File: config.mk
export PLATFORM = sky130hd
export DESIGN_NAME = keyed_watchdog
export DESIGN_NICKNAME = d
export VERILOG_FILES = /design/src/rtl/kwd_pkg.sv /design/src/rtl/kwd_regs.sv /design/src/rtl/kwd_loader.sv /design/src/rtl/kwd_counter.sv /design/src/rtl/keyed_watchdog.sv
export SDC_FILE = /design/constraint.sdc
export NUM_CORES = 1
export LEC_CHECK = 0
export BUFFER_PORTS_ARGS = -buffer_cell sky130_fd_sc_hd__buf_2
export CORE_MARGIN = 2
export CORE_UTILIZATION = 45
export CTS_CLUSTER_SIZE = 24
export DETAILED_ROUTE_END_ITERATION = 16
export SYNTH_ARGS = -nofsm -noshare
export SYNTH_HDL_FRONTEND = slang
export SYNTH_SLANG_ARGS = --single-unit
export TNS_END_PERCENT = 100
File: constraint.sdc
create_clock -name clk -period 5.6 [get_ports clk]
set_clock_uncertainty 0.15 [all_clocks]
set_input_delay 1.4 -clock clk [delete_from_list [all_inputs] [get_ports clk]]
set_output_delay 1.4 -clock clk [all_outputs]
set_load 0.1 [all_outputs]
File: src/rtl/kwd_pkg.sv
package kwd_pkg;
   localparam logic [7:0] OFS_LD_LO  = 8'h00;
   localparam logic [7:0] OFS_LD_HI  = 8'h04;
   localparam logic [7:0] OFS_CTRL   = 8'h08;
   localparam logic [7:0] OFS_CLR    = 8'h0C;
   localparam logic [7:0] OFS_STAT   = 8'h10;
   localparam logic [7:0] OFS_MASK   = 8'h14;
   localparam logic [7:0] OFS_CNT_LO = 8'h18;
   localparam logic [7:0] OFS_CNT_HI = 8'h1C;
   localparam logic [7:0] OFS_LOCK   = 8'h20;
   localparam logic [7:0] OFS_PR_LO  = 8'h2C;
   localparam logic [7:0] OFS_PR_HI  = 8'h30;

   // control bits, msb first: bit3 rst_en, bit2 mode, bit1 cnt_en, bit0 int_en
   typedef struct packed {
      logic rst_en;
      logic mode;
      logic cnt_en;
      logic int_en;
   } ctrl_t;

   localparam int EV_INT = 0;
   localparam int EV_RST = 1;
   localparam int NUM_EV = 2;
   localparam int ST_INT_BIT  = 0;
   localparam int ST_RST_BIT  = 3;
   localparam int ST_BUSY_BIT = 4;
endpackage

File: src/rtl/kwd_regs.sv
module kwd_regs
   import kwd_pkg::*;
#(
   parameter int ADDR_W = 6,
   parameter int HALF_W = 16,
   parameter logic [HALF_W-1:0] KEY = 16'hE551,
   localparam int CNT_W = 2 * HALF_W
) (
   input  logic              clk,
   input  logic              rst_n,
   input  logic              wr_en,
   input  logic [ADDR_W-1:0] addr,
   input  logic [HALF_W-1:0] wdata,
   output logic              unlocked,
   output ctrl_t             ctrl_q,
   output logic              mask_q,
   output logic [CNT_W-1:0]  ld_val,
   output logic [CNT_W-1:0]  pr_val,
   output logic              load_wr,
   output logic              clr_int,
   output logic              clr_rst
);
   logic [HALF_W-1:0] ld_lo, ld_hi, pr_lo, pr_hi;
   logic              acc;

   function automatic logic hit(input logic [ADDR_W-1:0] a, input logic [7:0] ofs);
      return a == ADDR_W'(ofs);
   endfunction

   assign acc     = wr_en && unlocked;
   assign load_wr = acc && (hit(addr, OFS_LD_LO) || hit(addr, OFS_LD_HI) ||
                            hit(addr, OFS_PR_LO) || hit(addr, OFS_PR_HI));
   assign clr_int = acc && hit(addr, OFS_CLR) && wdata[ST_INT_BIT];
   assign clr_rst = acc && hit(addr, OFS_CLR) && wdata[ST_RST_BIT];
   assign ld_val  = {ld_hi, ld_lo};
   assign pr_val  = {pr_hi, pr_lo};

   always_ff @(posedge clk or negedge rst_n) begin
      if (!rst_n) begin
         unlocked <= 1'b0;
      end else if (wr_en && hit(addr, OFS_LOCK)) begin
         unlocked <= (wdata == KEY);
      end
   end

   always_ff @(posedge clk or negedge rst_n) begin
      if (!rst_n) begin
         ld_lo  <= '0;
         ld_hi  <= '0;
         pr_lo  <= '0;
         pr_hi  <= '0;
         ctrl_q <= '0;
         mask_q <= 1'b0;
      end else if (acc) begin
         if (hit(addr, OFS_LD_LO)) ld_lo <= wdata;
         if (hit(addr, OFS_LD_HI)) ld_hi <= wdata;
         if (hit(addr, OFS_PR_LO)) pr_lo <= wdata;
         if (hit(addr, OFS_PR_HI)) pr_hi <= wdata;
         if (hit(addr, OFS_CTRL))  ctrl_q <= ctrl_t'(wdata[3:0]);
         if (hit(addr, OFS_MASK))  mask_q <= wdata[0];
      end
   end
endmodule

File: src/rtl/kwd_loader.sv
module kwd_loader #(
   parameter int XFER_TICKS = 3,
   localparam int TCW = (XFER_TICKS > 2) ? $clog2(XFER_TICKS) : 1
) (
   input  logic clk,
   input  logic rst_n,
   input  logic tick,
   input  logic load_wr,
   output logic busy,
   output logic xfer
);
   localparam logic [TCW-1:0] LAST = TCW'(XFER_TICKS - 1);
   logic [TCW-1:0] tcnt;

   assign xfer = busy && tick && !load_wr && (tcnt == LAST);

   always_ff @(posedge clk or negedge rst_n) begin
      if (!rst_n) begin
         busy <= 1'b0;
         tcnt <= '0;
      end else if (load_wr) begin
         busy <= 1'b1;
         tcnt <= '0;
      end else if (busy && tick) begin
         if (tcnt == LAST) begin
            busy <= 1'b0;
            tcnt <= '0;
         end else begin
            tcnt <= tcnt + 1'b1;
         end
      end
   end
endmodule

File: src/rtl/kwd_counter.sv
module kwd_counter
   import kwd_pkg::*;
#(
   parameter int CNT_W = 32
) (
   input  logic             clk,
   input  logic             rst_n,
   input  logic             tick,
   input  logic             cnt_en,
   input  logic             xfer,
   input  logic [CNT_W-1:0] ld_val,
   input  logic [CNT_W-1:0] pr_val,
   input  logic             clr_int,
   input  logic             clr_rst,
   output logic [CNT_W-1:0] cnt_q,
   output logic [CNT_W-1:0] thr_q,
   output logic             int_raw,
   output logic             rst_raw
);
   logic [CNT_W-1:0]  nxt;
   logic              dec;
   logic [NUM_EV-1:0] ev_set, ev_clr, ev_q;

   assign nxt = cnt_q - 1'b1;
   assign dec = tick && cnt_en && !xfer && (cnt_q != '0);

   assign ev_set[EV_INT] = dec && (nxt == thr_q);
   assign ev_set[EV_RST] = dec && (nxt == '0);
   assign ev_clr[EV_INT] = clr_int;
   assign ev_clr[EV_RST] = clr_rst;
   assign int_raw = ev_q[EV_INT];
   assign rst_raw = ev_q[EV_RST];

   always_ff @(posedge clk or negedge rst_n) begin
      if (!rst_n) begin
         cnt_q <= '0;
         thr_q <= '0;
      end else if (xfer) begin
         cnt_q <= ld_val;
         thr_q <= pr_val;
      end else if (dec) begin
         cnt_q <= nxt;
      end
   end

   // one sticky flag per event; a set in the same cycle as its clear wins
   for (genvar k = 0; k < NUM_EV; k++) begin : g_ev
      always_ff @(posedge clk or negedge rst_n) begin
         if (!rst_n)         ev_q[k] <= 1'b0;
         else if (ev_set[k]) ev_q[k] <= 1'b1;
         else if (ev_clr[k]) ev_q[k] <= 1'b0;
      end
   end
endmodule

File: src/rtl/keyed_watchdog.sv
module keyed_watchdog
   import kwd_pkg::*;
#(
   parameter int ADDR_W = 6,
   parameter int HALF_W = 16,
   parameter int XFER_TICKS = 3,
   parameter logic [HALF_W-1:0] KEY = 16'hE551
) (
   input  logic              clk,
   input  logic              rst_n,
   input  logic              tick,
   input  logic              wr_en,
   input  logic [ADDR_W-1:0] addr,
   input  logic [HALF_W-1:0] wdata,
   output logic [HALF_W-1:0] rdata,
   output logic              irq_o,
   output logic              rst_req_o
);
   localparam int CNT_W = 2 * HALF_W;

   if (ADDR_W < 6) begin : g_bad_addr
      $error("keyed_watchdog: ADDR_W must cover offset 0x30");
   end
   if (HALF_W < 8) begin : g_bad_half
      $error("keyed_watchdog: HALF_W must hold the status bits");
   end
   if (XFER_TICKS < 2) begin : g_bad_xfer
      $error("keyed_watchdog: XFER_TICKS must be at least 2");
   end

   logic             unlocked, mask_q, load_wr, clr_int, clr_rst;
   logic             busy, xfer, int_raw, rst_raw;
   ctrl_t            ctrl_q;
   logic [CNT_W-1:0] ld_val, pr_val, cnt_q, thr_q;

   kwd_regs #(.ADDR_W(ADDR_W), .HALF_W(HALF_W), .KEY(KEY)) u_regs (
      .clk(clk), .rst_n(rst_n), .wr_en(wr_en), .addr(addr), .wdata(wdata),
      .unlocked(unlocked), .ctrl_q(ctrl_q), .mask_q(mask_q),
      .ld_val(ld_val), .pr_val(pr_val), .load_wr(load_wr),
      .clr_int(clr_int), .clr_rst(clr_rst)
   );

   kwd_loader #(.XFER_TICKS(XFER_TICKS)) u_load (
      .clk(clk), .rst_n(rst_n), .tick(tick), .load_wr(load_wr),
      .busy(busy), .xfer(xfer)
   );

   kwd_counter #(.CNT_W(CNT_W)) u_cnt (
      .clk(clk), .rst_n(rst_n), .tick(tick), .cnt_en(ctrl_q.cnt_en),
      .xfer(xfer), .ld_val(ld_val), .pr_val(pr_val),
      .clr_int(clr_int), .clr_rst(clr_rst),
      .cnt_q(cnt_q), .thr_q(thr_q), .int_raw(int_raw), .rst_raw(rst_raw)
   );

   assign irq_o     = int_raw && ctrl_q.int_en && !mask_q;
   assign rst_req_o = rst_raw && ctrl_q.rst_en && ctrl_q.cnt_en;

   always_comb begin
      rdata = '0;
      unique case (addr)
         ADDR_W'(OFS_LD_LO):  rdata = ld_val[HALF_W-1:0];
         ADDR_W'(OFS_LD_HI):  rdata = ld_val[CNT_W-1:HALF_W];
         ADDR_W'(OFS_PR_LO):  rdata = pr_val[HALF_W-1:0];
         ADDR_W'(OFS_PR_HI):  rdata = pr_val[CNT_W-1:HALF_W];
         ADDR_W'(OFS_CTRL):   rdata[3:0] = ctrl_q;
         ADDR_W'(OFS_MASK):   rdata[0] = mask_q;
         ADDR_W'(OFS_CNT_LO): rdata = cnt_q[HALF_W-1:0];
         ADDR_W'(OFS_CNT_HI): rdata = cnt_q[CNT_W-1:HALF_W];
         ADDR_W'(OFS_LOCK):   rdata[0] = unlocked;
         ADDR_W'(OFS_STAT): begin
            rdata[ST_INT_BIT]  = int_raw;
            rdata[ST_RST_BIT]  = rst_raw;
            rdata[ST_BUSY_BIT] = busy;
         end
         default: rdata = '0;
      endcase
   end
endmodule

==> reports/results.tsv <==
stage	metric	value	unit
route	post_drt_wl_per_cell	24.95	um
clock_tree	cts_root_buffer	clkbuf_16	
worst_setup_path	worstPathMaxFanout	11	
route	drc	0	
min_path	hold_class	register to register	
timing	clock.fmax	202.9	MHz
global_route	grt_overflow	0	
synth	synth_ff_type	dfrtp_1	
worst_setup_path	arrival	3.38	ns
global_route	grt_pass1_vias	6568	
synth	netlist_instances	789	
synth	synth_nets	817	
power_and_ir_drop	cellPowerDensity	246.1	nW/um2
synth	synth_edf_count	0	
worst_setup_path	startpoint_type	primary input	
synth	async_reset_ff_share	100.0	%
die	die_h	137.4	um
final_layout	final_util	53.34	%
place	place_congestion	0.9494	
timing	fin_crit	4.927	ns
clock_tree	post_cts_buffers	0	
clock_tree	hold_buffers	0	
synth	ys_ff_latch	139	
clock_tree	numCtsBuffers	17	
timing	worst_slack	0.6725	ns
synth	synth_top_area_share	43.42	%
synth	syn_avg_cell_area	10.15	um2
clock_tree	cts_sinks	139	
timing	timing.hold.ws	0.3556	ns
route	dr.pass1.iters	8	
die	start_util	46.16	%
final_layout	layout-drive-gt1-share	24.88	%
die	row_count	48	
clock_tree	clk_path_buf_depth	2	
clock_tree	htree_levels	4	
route	vias_per_cell	6.366	
final_layout	stdcell_count	1041	
clock_tree	ctsResizeCount	0	
synth	ys_seq_area_share	43.42	%
place	portBuffers	43	
synth	synth_cell_type_count	65	
timing	final.setup.tns	0	ns
clock_tree	cts_tree	done	
synth	yosysTopAreaCell	dfrtp_1	
worst_setup_path	path_class	primary input to primary output	
die	die_w	137.4	um
final_layout	nFillCells	1560	
final_layout	nets	832	
outcome	outcome	complete, no violations	
timing	drv_slew	0	
timing	period_share	87.99	%
final_layout	final_cell_mix	dfrtp_1, mux2_2, nand2_1	
timing	rsz0062_at_grt	no	
worst_setup_path	end_kind	primary output	
global_route	grt_usage	29.15	%
timing	tightest_slew	1.147	ns
final_layout	layout_commonest_cell	dfrtp_1	
final_layout	seq_area	3478	um2
job	maxCapViolations	0	
route	wl	25970	um
route	vias	6627	
final_layout	antenna-diode-count	0	
global_route	grt_max_degree	103	
die	die_area	18890	um2
synth	synth_warnings	0	
route	drt_iter0_drc	872	
clock_tree	path_clk_slew	0.06	ns
clock_tree	clock_latency	0.42	ns
die	core_area	17360	um2
final_layout	synthToLayoutAreaGrowth	15.57	%
die	boundaryPins	44	
worst_setup_path	worst_ep_required_time	4.05	ns
place	hpwlAfterDp	18680	um
timing	slew_headroom	22.85	%
global_route	antenna_found_initial	0	
place	place_ws	0.7464	ns
global_route	grt_pass1_wl	40210	um
synth	netlist_area	8011	um2
synth	yosys-top-cells-area	dfrtp_1, mux2_2, xnor2_1	
timing	setup_violations	0	
power_and_ir_drop	p_leak	4.292	nW
final_layout	multiInputGateArea	4284	um2
route	drtAntennaViolNets	0	
power_and_ir_drop	peakVddDrop	0.0001979	V
timing	hold_viol	0	
place	placed_cells	1010	
## state kept, by name (all words and copies together), names as in the netlist
register	count
u_load.busy	1
u_load.tcnt	2
u_cnt.cnt_q	32
u_regs.mask_q	1
u_regs.unlocked	1
u_cnt.thr_q	32
u_regs.ld_hi	16
u_regs.ctrl_q	4
u_regs.ld_lo	16
u_regs.pr_hi	16
u_cnt.int_raw	1
u_cnt.rst_raw	1
u_regs.pr_lo	16
## routing by layer
metal | GRT usage (%) | wire length [um]
met1 | 43.77 | 12000
met4 | 8.018 | 431
met5 | 0 | 0
met2 | 42.51 | 11470
met3 | 6.071 | 2074
## report_power, final
group          internal (mW)  total, mW  switching (mW)
logic                 0.0126     0.0581          0.0455
clock network          0.759       1.22           0.457
registers               1.00       1.00      0.00000948
total                   1.78       2.28           0.502
## final timing paths
kind / from / end / slack [ns] / cells past startpoint
max in group asynchronous: rst_n / u_cnt.cnt_q[5] / 3.37 / 2
setup reg to reg: u_cnt.cnt_q[0] / u_cnt.int_raw / 1.72 / 9
setup / recovery: addr[1] / rdata[15] / 0.67 / 8
hold reg to reg: u_regs.ld_lo[15] / u_cnt.cnt_q[15] / 0.36 / 2
hold / removal: u_regs.ld_lo[15] / u_cnt.cnt_q[15] / 0.36 / 2
min in group asynchronous: rst_n / u_cnt.thr_q[2] / 0.87 / 1
## cell type report
type / instances / share of cell area [%]
multi-input cells: 580 / 46.27
flip-flops and latches: 139 / 37.57
well taps: 225 / 3.041
clock inverters: 13 / 2.081
clock buffers: 18 / 4.743
repair buffers: 57 / 5.932
inverters: 9 / 0.3649
## synthesized netlist by cell type, drive strengths merged, types with 3 or more instances
library cell  count
or4               7
a222oi           26
mux2            100
nor4b             5
and2              3
nand2            73
nand4            21
mux2i             3
nand4b            3
nor4bb            3
o21ai            46
or2               4
nand2b            3
and3              8
xor2             29
nor2             40
clkbuf           53
inv               9
nor4             25
a31oi             4
o32ai             3
xnor3             3
and4              4
buf               8
a22oi             9
a21oi            11
nor3             27
nor2b             3
nand3            19
xnor2            43
dfrtp           139
o2bb2ai           3
or3              12
## worst max-delay path: stages
cell and delay [ns]:
buf_2 0.11, nor2_1 0.39, nand3_1 0.24, nor2_1 0.42, buf_4 0.31, a222oi_1 0.13
nand2_1 0.17, buf_12 0.19
## metrics by stage
step	total power [mW]	cell area (um2)
final	2.279	9259
after global routing	2.347	9259
after CTS	2.291	9259
after detailed placement	1.081	8627
after global placement	1.079	8627
after floorplan	1.034	8011
## cells by family after synthesis
| group | synth area share [%] |
|---|---|
| AO/OA/AOI/OAI | 11.60 |
| buffers and inverters | 3.530 |
| flip-flops | 43.42 |
| multiplexers | 14.43 |
| XOR/XNOR | 8.715 |
| adder cells (fa/ha/maj) | 0.3123 |
| AND/OR/NAND/NOR | 17.99 |
Power figures use the tool's default switching activity.
